<file path="src/rtl/zol_pkg.sv">
package zol_pkg;

    localparam int ADDR_W = 14;
    localparam int COND_W = 4;
    localparam int LOOP_DEPTH = 4;
    localparam int FLAG_W = 7;

    typedef logic [ADDR_W-1:0] addr_t;

    typedef enum logic [COND_W-1:0] {
        CC_EQ   = 4'd0,
        CC_NE   = 4'd1,
        CC_GT   = 4'd2,
        CC_LE   = 4'd3,
        CC_LT   = 4'd4,
        CC_GE   = 4'd5,
        CC_AV   = 4'd6,
        CC_NAV  = 4'd7,
        CC_AC   = 4'd8,
        CC_NAC  = 4'd9,
        CC_XNEG = 4'd10,
        CC_XPOS = 4'd11,
        CC_MV   = 4'd12,
        CC_NMV  = 4'd13,
        CC_NCE  = 4'd14,
        CC_TRUE = 4'd15
    } cc_e;

    typedef struct packed {
        addr_t end_addr;
        cc_e   cond;
    } loop_ent_t;

    typedef struct packed {
        logic ce;
        logic mv;
        logic xs;
        logic c;
        logic v;
        logic n;
        logic z;
    } flags_t;

    // Branch-style condition; a loop keeps running while this is true.
    function automatic logic cc_holds(cc_e cc, flags_t f);
        logic lt;
        lt = f.n ^ f.v;
        case (cc)
            CC_EQ:   return f.z;
            CC_NE:   return !f.z;
            CC_GT:   return !lt && !f.z;
            CC_LE:   return lt || f.z;
            CC_LT:   return lt;
            CC_GE:   return !lt;
            CC_AV:   return f.v;
            CC_NAV:  return !f.v;
            CC_AC:   return f.c;
            CC_NAC:  return !f.c;
            CC_XNEG: return f.xs;
            CC_XPOS: return !f.xs;
            CC_MV:   return f.mv;
            CC_NMV:  return !f.mv;
            CC_NCE:  return !f.ce;
            default: return 1'b1;
        endcase
    endfunction

    function automatic logic cc_tests_counter(cc_e cc);
        return cc == CC_NCE;
    endfunction

endpackage

</file>
<file path="src/rtl/zol_stack.sv">
module zol_stack #(
    parameter int DEPTH = zol_pkg::LOOP_DEPTH,
    parameter type ENT_T = zol_pkg::loop_ent_t
) (
    input  logic clk,
    input  logic rst,
    input  logic push,
    input  logic pop,
    input  ENT_T din,
    output ENT_T top_o,
    output ENT_T below_o,
    output logic empty_o,
    output logic full_o,
    output logic push_ok_o,
    output logic pop_ok_o,
    output logic [$clog2(DEPTH+1)-1:0] level_o
);
    localparam int CNT_W = $clog2(DEPTH + 1);
    localparam int IDX_W = (DEPTH > 1) ? $clog2(DEPTH) : 1;
    localparam logic [CNT_W-1:0] FULL_LVL = CNT_W'(DEPTH);

    logic [CNT_W-1:0] cnt_q;
    logic [CNT_W-1:0] lvl_after_pop;
    logic [IDX_W-1:0] top_idx;
    logic [IDX_W-1:0] below_idx;
    ENT_T mem [DEPTH];

    assign empty_o       = (cnt_q == '0);
    assign full_o        = (cnt_q == FULL_LVL);
    assign pop_ok_o      = pop && !empty_o;
    assign lvl_after_pop = cnt_q - CNT_W'(pop_ok_o);
    assign push_ok_o     = push && (lvl_after_pop < FULL_LVL);
    assign level_o       = cnt_q;

    assign top_idx   = IDX_W'(cnt_q - CNT_W'(1));
    assign below_idx = IDX_W'(cnt_q - CNT_W'(2));
    assign top_o     = (cnt_q >= CNT_W'(1)) ? mem[top_idx] : '0;
    assign below_o   = (cnt_q >= CNT_W'(2)) ? mem[below_idx] : '0;

    for (genvar i = 0; i < DEPTH; i++) begin : g_slot
        always_ff @(posedge clk) begin
            if (rst) begin
                mem[i] <= '0;
            end else if (push_ok_o && (lvl_after_pop == CNT_W'(i))) begin
                mem[i] <= din;
            end
        end
    end

    always_ff @(posedge clk) begin
        if (rst) begin
            cnt_q <= '0;
        end else begin
            cnt_q <= lvl_after_pop + CNT_W'(push_ok_o);
        end
    end

    // level never passes the depth
    p_level_bound_r10: assert property (@(posedge clk) disable iff (rst)
        cnt_q <= FULL_LVL);

    // a push into a full stack with no pop leaves the level alone
    p_full_push_hold_r10: assert property (@(posedge clk) disable iff (rst)
        (full_o && push && !pop) |=> $stable(cnt_q));

    // a pop on an empty stack keeps it empty
    p_empty_pop_r9: assert property (@(posedge clk) disable iff (rst)
        (empty_o && pop && !push) |=> (cnt_q == '0));

endmodule

</file>
<file path="src/rtl/zol_term_eval.sv">
module zol_term_eval
    import zol_pkg::*;
(
    input  logic   active,
    input  cc_e    cond,
    input  flags_t flg,
    output logic   keep_going,
    output logic   finish,
    output logic   ctr_test
);
    logic holds;

    always_comb begin
        holds      = cc_holds(cond, flg);
        keep_going = active && holds;
        finish     = active && !holds;
        ctr_test   = active && cc_tests_counter(cond);
    end
endmodule

</file>
<file path="src/rtl/zol_cmp.sv">
module zol_cmp #(
    parameter int AW = zol_pkg::ADDR_W
) (
    input  logic          clk,
    input  logic          rst,
    input  logic          en,
    input  logic [AW-1:0] ref_addr,
    input  logic [AW-1:0] next_addr,
    output logic          hit_o,
    output logic          at_end_o
);
    logic at_end_q;

    assign hit_o    = en && (ref_addr == next_addr);
    assign at_end_o = at_end_q;

    always_ff @(posedge clk) begin
        if (rst) begin
            at_end_q <= 1'b0;
        end else begin
            at_end_q <= hit_o;
        end
    end

    // the end-of-loop cycle always follows a match
    p_end_follows_hit_r3: assert property (@(posedge clk) disable iff (rst)
        at_end_q |-> $past(hit_o));
endmodule

</file>
<file path="src/rtl/zol_loop_ctrl.sv">
module zol_loop_ctrl
    import zol_pkg::*;
#(
    parameter int AW = ADDR_W,
    parameter int CW = COND_W,
    parameter int FW = FLAG_W,
    parameter int DEPTH = LOOP_DEPTH
) (
    input  logic          clk,
    input  logic          rst,
    input  logic          do_valid,
    input  logic [AW-1:0] do_end_addr,
    input  logic [CW-1:0] do_cond,
    input  logic [AW-1:0] next_addr,
    input  logic [FW-1:0] flags,
    input  logic          man_pop,
    output logic          last_next,
    output logic          loop_back,
    output logic          pc_push_req,
    output logic          pc_pop_req,
    output logic          cnt_dec_req,
    output logic          cnt_pop_req,
    output logic          loop_empty,
    output logic          loop_ovf
);
    localparam int CNT_W = $clog2(DEPTH + 1);

    loop_ent_t        new_ent, top_ent, below_ent;
    flags_t           flg;
    logic             empty, full, push_ok, pop_ok;
    logic [CNT_W-1:0] level;
    logic             at_end, active_end;
    logic             keep_going, finish, ctr_test;
    logic             pop_any;
    logic             cmp_en;
    logic [AW-1:0]    cmp_ref;
    logic             hit;
    logic             ovf_q;
    logic             unused_below;

    assign new_ent.end_addr = do_end_addr;
    assign new_ent.cond     = cc_e'(do_cond);
    assign flg              = flags_t'(flags);
    assign unused_below     = ^below_ent.cond;

    assign active_end = at_end && !empty;
    assign pop_any    = finish || man_pop;

    zol_stack #(.DEPTH(DEPTH), .ENT_T(loop_ent_t)) u_stack (
        .clk       (clk),
        .rst       (rst),
        .push      (do_valid),
        .pop       (pop_any),
        .din       (new_ent),
        .top_o     (top_ent),
        .below_o   (below_ent),
        .empty_o   (empty),
        .full_o    (full),
        .push_ok_o (push_ok),
        .pop_ok_o  (pop_ok),
        .level_o   (level)
    );

    zol_term_eval u_eval (
        .active     (active_end),
        .cond       (top_ent.cond),
        .flg        (flg),
        .keep_going (keep_going),
        .finish     (finish),
        .ctr_test   (ctr_test)
    );

    // Compare against whichever entry is on top once this cycle settles.
    always_comb begin
        if (push_ok) begin
            cmp_en  = 1'b1;
            cmp_ref = do_end_addr;
        end else if (pop_ok) begin
            cmp_en  = (level >= CNT_W'(2));
            cmp_ref = below_ent.end_addr;
        end else begin
            cmp_en  = !empty;
            cmp_ref = top_ent.end_addr;
        end
    end

    zol_cmp #(.AW(AW)) u_cmp (
        .clk       (clk),
        .rst       (rst),
        .en        (cmp_en),
        .ref_addr  (cmp_ref),
        .next_addr (next_addr),
        .hit_o     (hit),
        .at_end_o  (at_end)
    );

    always_ff @(posedge clk) begin
        if (rst) begin
            ovf_q <= 1'b0;
        end else if (do_valid && !push_ok) begin
            ovf_q <= 1'b1;
        end
    end

    assign last_next   = hit;
    assign loop_back   = keep_going;
    assign pc_push_req = push_ok;
    assign pc_pop_req  = pop_ok;
    assign cnt_dec_req = ctr_test;
    assign cnt_pop_req = ctr_test && finish;
    assign loop_empty  = empty;
    assign loop_ovf    = ovf_q;

    // overflow flag is sticky
    p_ovf_sticky_r10: assert property (@(posedge clk) disable iff (rst)
        loop_ovf |=> loop_ovf);

    // a pop without a push lowers the level by one
    p_exit_pop_r4: assert property (@(posedge clk) disable iff (rst)
        (pc_pop_req && !pc_push_req) |=> (level == $past(level) - CNT_W'(1)));

    // continuing and terminating never coincide
    p_back_or_exit_r4: assert property (@(posedge clk) disable iff (rst)
        !(loop_back && cnt_pop_req));

    // count-stack pop only on a counter test that ends the loop
    p_cnt_pop_exit_r6: assert property (@(posedge clk) disable iff (rst)
        cnt_pop_req |-> (pc_pop_req && cnt_dec_req));

    // no match while the stack is empty and nothing is pushed
    p_empty_no_match_r3: assert property (@(posedge clk) disable iff (rst)
        (loop_empty && !do_valid) |-> !last_next);

    // loop-back only in the cycle after a match
    p_back_after_match_r4: assert property (@(posedge clk) disable iff (rst)
        loop_back |-> $past(last_next));

    // a rejected loop-start requests no push
    p_full_no_push_r10: assert property (@(posedge clk) disable iff (rst)
        (full && !pop_any) |-> !pc_push_req);
endmodule

</file>
<file path="config.mk">
export PLATFORM = sky130hd
export DESIGN_NAME = zol_loop_ctrl
export DESIGN_NICKNAME = d
export VERILOG_FILES = /design/src/rtl/zol_pkg.sv /design/src/rtl/zol_stack.sv /design/src/rtl/zol_term_eval.sv /design/src/rtl/zol_cmp.sv /design/src/rtl/zol_loop_ctrl.sv
export SDC_FILE = /design/constraint.sdc
export NUM_CORES = 1
export LEC_CHECK = 0
export CAP_MARGIN = 30
export CORE_MARGIN = 1
export CORE_UTILIZATION = 35
export CTS_BUF_LIST = sky130_fd_sc_hd__clkbuf_16
export CTS_CLUSTER_SIZE = 14
export DETAILED_ROUTE_END_ITERATION = 6
export PLACE_DENSITY = 0.54
export SETUP_SLACK_MARGIN = 0.05
export SLEW_MARGIN = 20
export SYNTH_ARGS = -nofsm -noshare
export SYNTH_HDL_FRONTEND = slang
export SYNTH_HIERARCHICAL = 1
export SYNTH_SLANG_ARGS = --single-unit
</file>
<file path="constraint.sdc">
create_clock -name clk -period 7.57 [get_ports clk]
set_input_delay 1.514 -clock clk [delete_from_list [all_inputs] [get_ports clk]]
set_output_delay 1.514 -clock clk [all_outputs]
set_load 0.005 [all_outputs]
</file>
==> summary.txt, run 1 <==
outcome - finished clean
post-synth net total - 419
Vias/cell - 5.01
CTS clk-pin slew, worst paths - 0.06 ns
RSZ-0062 raised after global routing - false
HPWL Detailed - 8060 µm
PortBufs - 50
Total Wirelength - 11300 µm
mapped cell area - 4820 µm²
chip width - 119 µm
Worst Skew - 0.00502 ns
Nets - 475
largest net degree at the start of global routing - 36
FP Rows - 42
# clock sinks - 77
Synth Area per Inst - 13.0 µm²
data arrival time of the worst path - 5.72 ns
Antenna Nets Post-Route - 0
Final Slew Violations - 0
core area - 13300 µm²
CTS root buffer - clkbuf_16
hold buffer count at cts - 0
H-Tree Level Count - 3
DR vias - 3042
routed length per instance - 18.6 µm
Worst Max-Slew Pin Slew - 0.729 ns
Clock Tree Buf Depth - 2
net switching power of the design - 0.683 mW
total track usage - 0.171
Yosys Warn Count - 6
Final Hold Vio Count - 0
Max Cap Viol - 0
Mapped Cells - 370
Sw Share - 0.338
Leak - 2.11 nW
Final Wtd Congestion - 0.777
Max FO, Critical Path - 35
full die area - 14300 µm²
crit share post-route - 0.955
Clk pwr share - 0.204
share of layout cells above drive strength 1 - 0.188
antenna violations before repair - 0
critical path type - in -> out
diode count - 0
critical path required time - 6.06 ns
Max-slew headroom - 0.513
Setup crit end kind - output pin
Internal Pwr Total - 1.34 mW
setup TNS - 0 ns
Finished Cell Area - 5890 µm²
Die Ht - 119 µm
Tmin final - 7.23 ns
fin util - 0.441
CTS buffer count - 9
Flop pwr share - 0.318
Comb pwr share - 0.477
Setup violations, final - 0
CP Launch Type - input port
Residual DRC - 0
Hold WC Path Type - reg -> reg
worst-skew pair later-pin latency - 0.34 ns
1st-pass router iterations - 4
Area after DPL - 5540 µm²
IO Pins - 51
PwrDens - 343 nW/µm²
first-pass GRT wire length - 18000 µm
TritonCTS clock tree - done
Area growth syn-to-layout - 22.1%
vias in the first global route - 3190
f_max - 0.138 GHz
Starting Density - 0.361
Peak VDD IR - 0.132 mV
Iter 0 DRT Violations - 129
GR Overflow Total - 0
## what timing repair did
| action | 4_1_cts | 5_1_grt |
|---|---|---|
| setup endpoints to repair | 1 | 1 |
| pin swaps | 0 | 1 |
| hold endpoints to repair | 0 | 0 |
| setup buffers | 1 | 0 |
| resized for setup | 2 | 6 |
## state kept, by name, indices dropped and copies added, names as in the netlist
register and cells:
loop_ovf 1, u_stack/level_o 3, u_stack/mem 72, u_cmp/at_end_o 1
## cells in the final DEF (no fill, tap or decap), types with 2 or more instances in the layout
master,instances
clkdlybuf4s50_1,50
a21oi_1,3
o21ai_0,5
mux4_2,33
o21ai_1,9
dfxtp_1,4
nor4_4,4
xnor2_1,16
and2_1,73
a31o_2,3
and2b_1,11
nand2_1,16
buf_8,2
nor3_1,4
mux2i_1,14
nand4_1,3
nand2b_1,7
buf_4,6
edfxtp_1,72
ha_1,5
xor2_1,3
nor2b_1,26
nand3_1,2
o221ai_1,2
buf_6,6
nor2b_2,2
nor2_1,5
clkbuf_16,9
inv_1,10
clkinv_2,2
## layout make-up
type                    count  area, µm²
clock buffers               9        225
inverters                   8       30.0
flip-flops and latches     77       2260
multi-input cells         264       2420
repair buffers             66        668
fillers                  1231       7460
well taps                 176        220
clock inverters             7       58.8
## power by group through the flow
stage | clock (mW) | sequential (mW) | combinational [mW]
2_1_floorplan | 0 | 0.633 | 0.725
3_3_place_gp | 0 | 0.644 | 0.929
3_5_place_dp | 0 | 0.652 | 0.950
4_1_cts | 0.420 | 0.643 | 0.959
5_1_grt | 0.437 | 0.656 | 1.06
6_report | 0.412 | 0.643 | 0.964
## metal layers
layer / global-route usage / wire (µm) / up-vias
met2: 0.304 / 5940 / 32
li1: - / - / 1464
met1: 0.210 / 4940 / 1534
met3: 0.0192 / 201 / 12
met5: 0 / 0 / -
met4: 0.0711 / 223 / 0
## worst max-delay path, stage by stage
cell and delay, ns:
clkdlybuf4s50_1 0.51, xor2_1 0.22, o221ai_1 0.18, o221ai_1 0.17, and4_1 0.22, or2_2 0.28
nor2b_2 0.16, ha_1 0.21, ha_1 0.24, xor2_4 0.17, nor2_2 0.17, buf_12 0.21
nand2_1 0.06, o21ai_1 0.09, xnor2_1 0.17, nand3_1 0.15, nor4_4 0.34, buf_4 0.16
clkdlybuf4s50_1 0.48
## worst paths after layout
path                            slack (ns)  depth (start not counted)                from              to
worst max-delay path                  0.34                         19            flags[2]       last_next
worst min-delay path                  0.45                          2            loop_ovf        loop_ovf
worst max register to register        2.82                         20  u_stack/level_o[0]  u_cmp/at_end_o
worst min register to register        0.45                          2            loop_ovf        loop_ovf
## metrics by stage
stage                     cells  hold slack, ns  setup WS [ns]  power, mW
after global routing        607           0.490         0.0638       2.15
after detailed placement    589           0.450        -0.0119       1.60
after CTS                   606           0.458          0.108       2.02
final                       607           0.454          0.339       2.02
after global placement      584           0.438         0.0826       1.57
after floorplan             370           0.436          0.630       1.36
No activity file was read; power rests on OpenSTA's default activity.
==> run 2, diff against run 1 <==
Clock period 7.57 ns to 7 ns, I/O delays scaled along.
==> summary.txt, run 2 (same netlist as run 1, synthesis figures left out) <==
Area growth syn-to-layout - 30.2%
HPWL Detailed - 7640 µm
data arrival time of the worst path - 5.10 ns
1st-pass router iterations - 4
Worst R2R Start - u_stack/level_o[1]
Worst Max-Slew Pin Slew - 0.768 ns
RSZ-0062 raised after global routing - false
Comb pwr share - 0.531
commonest non-fill, non-tap cell in the layout - and2_1
Max Cap Viol - 0
Hold WC Path Type - reg -> reg
first-pass GRT wire length - 18800 µm
DR vias - 3223
diode count - 0
Worst Skew - 0.00734 ns
Clock Tree Buf Depth - 2
PwrDens - 386 nW/µm²
Setup crit end kind - output pin
CTS root buffer - clkbuf_16
IO Pins - 51
Antenna Nets Post-Route - 0
Peak VDD IR - 0.139 mV
Final Wtd Congestion - 0.831
Fin Hold WS - 0.450 ns
Starting Density - 0.361
Setup violations, final - 0
Flop pwr share - 0.287
Max FO, Critical Path - 8
Internal Pwr Total - 1.62 mW
full die area - 14300 µm²
FP Rows - 42
GR Overflow Total - 0
H-Tree Level Count - 3
most frequent cells in the layout - and2_1, edfxtp_1, clkdlybuf4s50_1, buf_4, mux4_2
net switching power of the design - 0.802 mW
TritonCTS clock tree - done
total track usage - 0.180
CTS clk-pin slew, worst paths - 0.06 ns
Largest Register - u_stack/mem
Vias/cell - 5.01
hold depth - 2
crit share post-route - 0.928
outcome - finished clean
chip width - 119 µm
Iter 0 DRT Violations - 182
f_max - 0.154 GHz
max reg flops - 72
PortBufs - 50
Inst Count DP - 589
r2r setup slk - 1.04 ns
routed length per instance - 18.6 µm
Die Ht - 119 µm
vias in the first global route - 3311
post-route non-filler standard cell count - 643
Reg2Reg Depth - 35
CTS buffer count - 9
CP Launch Type - flop
fin util - 0.470
Leak - 2.34 nW
core area - 13300 µm²
WHS Endpoint - loop_ovf
Reg2Reg Capture Point - u_cmp/at_end_o
Final Hold Vio Count - 0
Clk pwr share - 0.182
Nets - 511
share of layout cells above drive strength 1 - 0.276
Max-slew headroom - 0.484
worst-skew pair later-pin latency - 0.34 ns
largest net degree at the start of global routing - 35
# clock sinks - 77
hold path startpoint - loop_ovf
Final Slew Violations - 0
critical path required time - 5.60 ns
Tmin final - 6.50 ns
critical path type - reg -> out
Fillers - 1217
antenna violations before repair - 0
Total Wirelength - 12000 µm
Sw Share - 0.331
setup TNS - 0 ns
Residual DRC - 0
==> run 2: changes by cell type in the layout (fill, tap and decap cells not counted), sizes merged <==
cell	delta
inv	+2
dlymetal6s2s	+2
clkbuf	+1
buf	+35
dlygate4sd2	+1
clkinvlp	-1
clkinv	-1
clkdlybuf4s50	-3
==> run 2: layout make-up <==
cell class                 instances  area [µm²]  area share
multi-input combinational        264        2480       0.395
sequential                        77        2260       0.361
timing repair buffer             102        1010       0.160
clock buffer                       9         225      0.0359
tap                              176         220      0.0351
clock inverter                     7        53.8     0.00857
inverter                           8        30.0     0.00478
==> run 2: worst max path at each step <==
stage | start | end | slack (ns) | depth (start not counted)
3_3_place_gp | flags[2] | last_next | 0.09 | 19
6_report | u_stack/level_o[1] | last_next | 0.50 | 24
2_1_floorplan | u_stack/level_o[0] | last_next | 0.17 | 26
5_1_grt | u_stack/level_o[1] | last_next | 0.31 | 24
3_5_place_dp | flags[2] | last_next | 0.009 | 19
4_1_cts | u_stack/level_o[0] | last_next | 0.08 | 23
==> run 2: power by group through the flow <==
stage | registers [mW] | clock network (mW) | logic [mW]
global placement | 0.697 | 0 | 1.01
global route | 0.711 | 0.466 | 1.40
floorplan | 0.684 | 0 | 0.784
detailed placement | 0.704 | 0 | 1.03
finish | 0.696 | 0.441 | 1.29
CTS | 0.695 | 0.451 | 1.20
==> run 2: metal layers <==
layer	global-route usage	vias to the layer above	wire length, µm
met4	0.0656	0	179
met5	0	-	0
met1	0.235	1599	5320
met2	0.305	68	6030
li1	-	1543	-
met3	0.0249	13	446
==> run 2: critical path, stage by stage, from the launching register on <==
cell,delay [ns]
dfxtp_2,0.33
inv_2,0.07
ha_4,0.30
buf_12,0.11
mux4_2,0.47
and2b_2,0.25
nand2b_1,0.15
o221ai_1,0.18
o221ai_1,0.16
and4_1,0.23
or2_2,0.28
nor2b_2,0.16
ha_2,0.19
ha_4,0.17
xor2_4,0.16
nor2_4,0.16
buf_6,0.13
buf_16,0.12
buf_6,0.13
o21ai_1,0.08
xnor2_1,0.16
nand4_1,0.14
nor4_2,0.33
buf_4,0.17
dlymetal6s2s_1,0.11
==> run 2: what timing repair did <==
| action | in CTS | in global routing |
|---|---|---|
| hold buffers | 0 | 0 |
| resized for setup | 17 | 22 |
| setup buffers | 20 | 13 |
| cloned | 2 | 0 |
| pin swaps | 6 | 15 |
| setup endpoints to repair | 1 | 1 |
==> run 2: per-stage QoR <==
step	power [mW]	worst slack (ns)	area, µm²
after detailed placement	1.73	0.00894	5520
after CTS	2.34	0.0766	6080
after global routing	2.58	0.306	6280
after global placement	1.70	0.0865	5500
after floorplan	1.47	0.174	4820
final	2.42	0.503	6280
==> run 3, diff against run 2 <==
Settings changed: CTS_BUF_LIST sky130_fd_sc_hd__clkbuf_16 to sky130_fd_sc_hd__clkbuf_4.
==> summary.txt, run 3 (same netlist as run 1, synthesis figures left out) <==
outcome - finished, violations left
failing checks - negative setup slack
vias in the first global route - 3466
Setup Slack @ Placement - 0.00894 ns
1st-pass router iterations - 4
data arrival time of the worst path - 5.65 ns
CP Launch Type - input port
f_max - 0.142 GHz
# clock sinks - 77
Reg2Reg Depth - 35
Clock Tree Buf Depth - 2
share of layout cells above drive strength 1 - 0.290
CP bufs+invs - 5
DR vias - 3256
met3 routed WL - 498 µm
crit-path leading delay family - buffers and inverters
crit share post-route - 1.01
Worst R2R Start - u_stack/level_o[0]
critical path required time - 5.60 ns
TritonCTS clock tree - done
IO Pins - 51
full die area - 14300 µm²
diode count - 0
setup TNS - -0.0535 ns
most frequent cells in the layout - and2_1, edfxtp_1, buf_4, clkdlybuf4s50_1, mux4_2
Reg area - 2260 µm²
Nets - 524
HPWL Detailed - 7640 µm
Peak VDD IR - 0.158 mV
commonest non-fill, non-tap cell in the layout - and2_1
hold depth - 2
Setup violations, final - 1
Fillers - 1248
FP Rows - 42
antenna violations before repair - 0
first-pass GRT wire length - 19500 µm
max reg flops - 72
WHS Endpoint - loop_ovf
Tmin final - 7.05 ns
CTS clk-pin slew, worst paths - 0.12 ns
chip width - 119 µm
Antenna Nets Post-Route - 0
worst-skew pair later-pin latency - 0.43 ns
Max-slew headroom - 0.360
PwrDens - 394 nW/µm²
routed length per instance - 18.6 µm
Final Wtd Congestion - 0.831
Iter 0 DRT Violations - 209
CTS buffer count - 9
Max Cap Viol - 0
Starting Density - 0.361
RSZ-0062 raised after global routing - true
fin util - 0.464
hold buffer count at cts - 0
Largest Register - u_stack/mem
Leak - 2.30 nW
Area growth syn-to-layout - 28.3%
Hold WC Path Type - reg -> reg
GR Overflow Total - 0
Crit-path slowest cell - clkdlybuf4s50_1
Final Hold Vio Count - 0
r2r setup slk - 0.89 ns
Max FO, Critical Path - 16
largest net degree at the start of global routing - 35
Worst Skew - 0.0193 ns
Vias/cell - 4.96
critical path type - in -> out
DR top layer - met4
max incr delay on CP - 0.52 ns
area occupied by multi-input gates - 2450 µm²
total track usage - 0.186
PortBufs - 50
H-Tree Level Count - 3
Reg2Reg Capture Point - u_cmp/at_end_o
Total Wirelength - 12200 µm
core area - 13300 µm²
CP cell instances - clkdlybuf4s50_1, xor2_1, o221ai_1, o221ai_1, and4_1, or2_2, nor2b_2, ha_2, ha_4, xor2_4, nor2_4, buf_6, buf_16, o21ai_1, xnor2_1, nand3_1, nor4_2, buf_4, clkdlybuf4s50_1
Die Ht - 119 µm
routed wl met2 - 6280 µm
Residual DRC - 0
M1 wire length - 5220 µm
Final Slew Violations - 0
final worst setup slack - -0.0535 ns
hold path startpoint - loop_ovf
CTS root buffer - clkbuf_4
Setup crit end kind - output pin
Worst Max-Slew Pin Slew - 0.960 ns
==> run 3: cell types whose count changed in the layout (fill, tap and decap cells not counted), moves of 3 or more <==
cell,delta
o21ai_1,+4
o21ai_2,-4
clkbuf_4,+13
buf_4,+15
clkbuf_16,-9
inv_1,-3
==> run 3: worst max-delay path by stage <==
stage	startpoint	to	slack [ns]	depth (start not counted)
after global placement	flags[2]	last_next	0.09	19
after detailed placement	flags[2]	last_next	0.009	19
after floorplan	u_stack/level_o[0]	last_next	0.17	26
final	flags[2]	last_next	-0.05	19
after CTS	u_stack/level_o[0]	last_next	0.06	23
after global routing	u_stack/level_o[0]	last_next	-0.28	23
==> run 3: repair_timing <==
action / 4_1_cts / 5_1_grt
pin swaps: 10 / 3
buffers inserted: 45 / 2
gates cloned: 2 / 0
hold endpoints to repair: 0 / 0
endpoints found under the setup margin: 1 / 2
gates resized for setup: 24 / 2
==> run 3: per-layer routing <==
layer  vias up  GRT usage
li1       1564          -
met1      1612      0.236
met2        70      0.324
met3        10     0.0292
met4         0     0.0547
met5         -          0
==> run 3: layout make-up <==
cell class	instances	share of cell area
Multi-Input combinational cell	264	0.396
Clock buffer	13	0.0158
Tap cell	176	0.0356
Clock inverter	3	0.00627
Inverter	8	0.00485
Timing Repair Buffer	115	0.176
Sequential cell	77	0.366
==> run 3: power by group <==
part / total [mW] / internal (mW) / switching (mW)
combinational: 1.47 / 0.848 / 0.624
sequential: 0.694 / 0.643 / 0.0508
clock: 0.270 / 0.124 / 0.147
==> run 3: worst reg2reg max path: cells and delay by family (launching register included) <==
family	cells	cell delay, ns
simple gates	8	1.81
buf+inv	18	1.82
flops	1	0.36
xor+xnor	2	0.38
fa+ha+maj	3	0.68
compound gates	3	0.45
mux	1	0.47
==> run 3: metrics by stage <==
stage	total power [mW]	hold WS (ns)	instance area, µm²	std cells
after CTS	2.40	0.461	6140	652
final	2.44	0.459	6190	656
after global placement	1.70	0.436	5500	586
after floorplan	1.47	0.436	4820	370
after detailed placement	1.73	0.443	5520	589
after global routing	2.60	0.485	6190	656
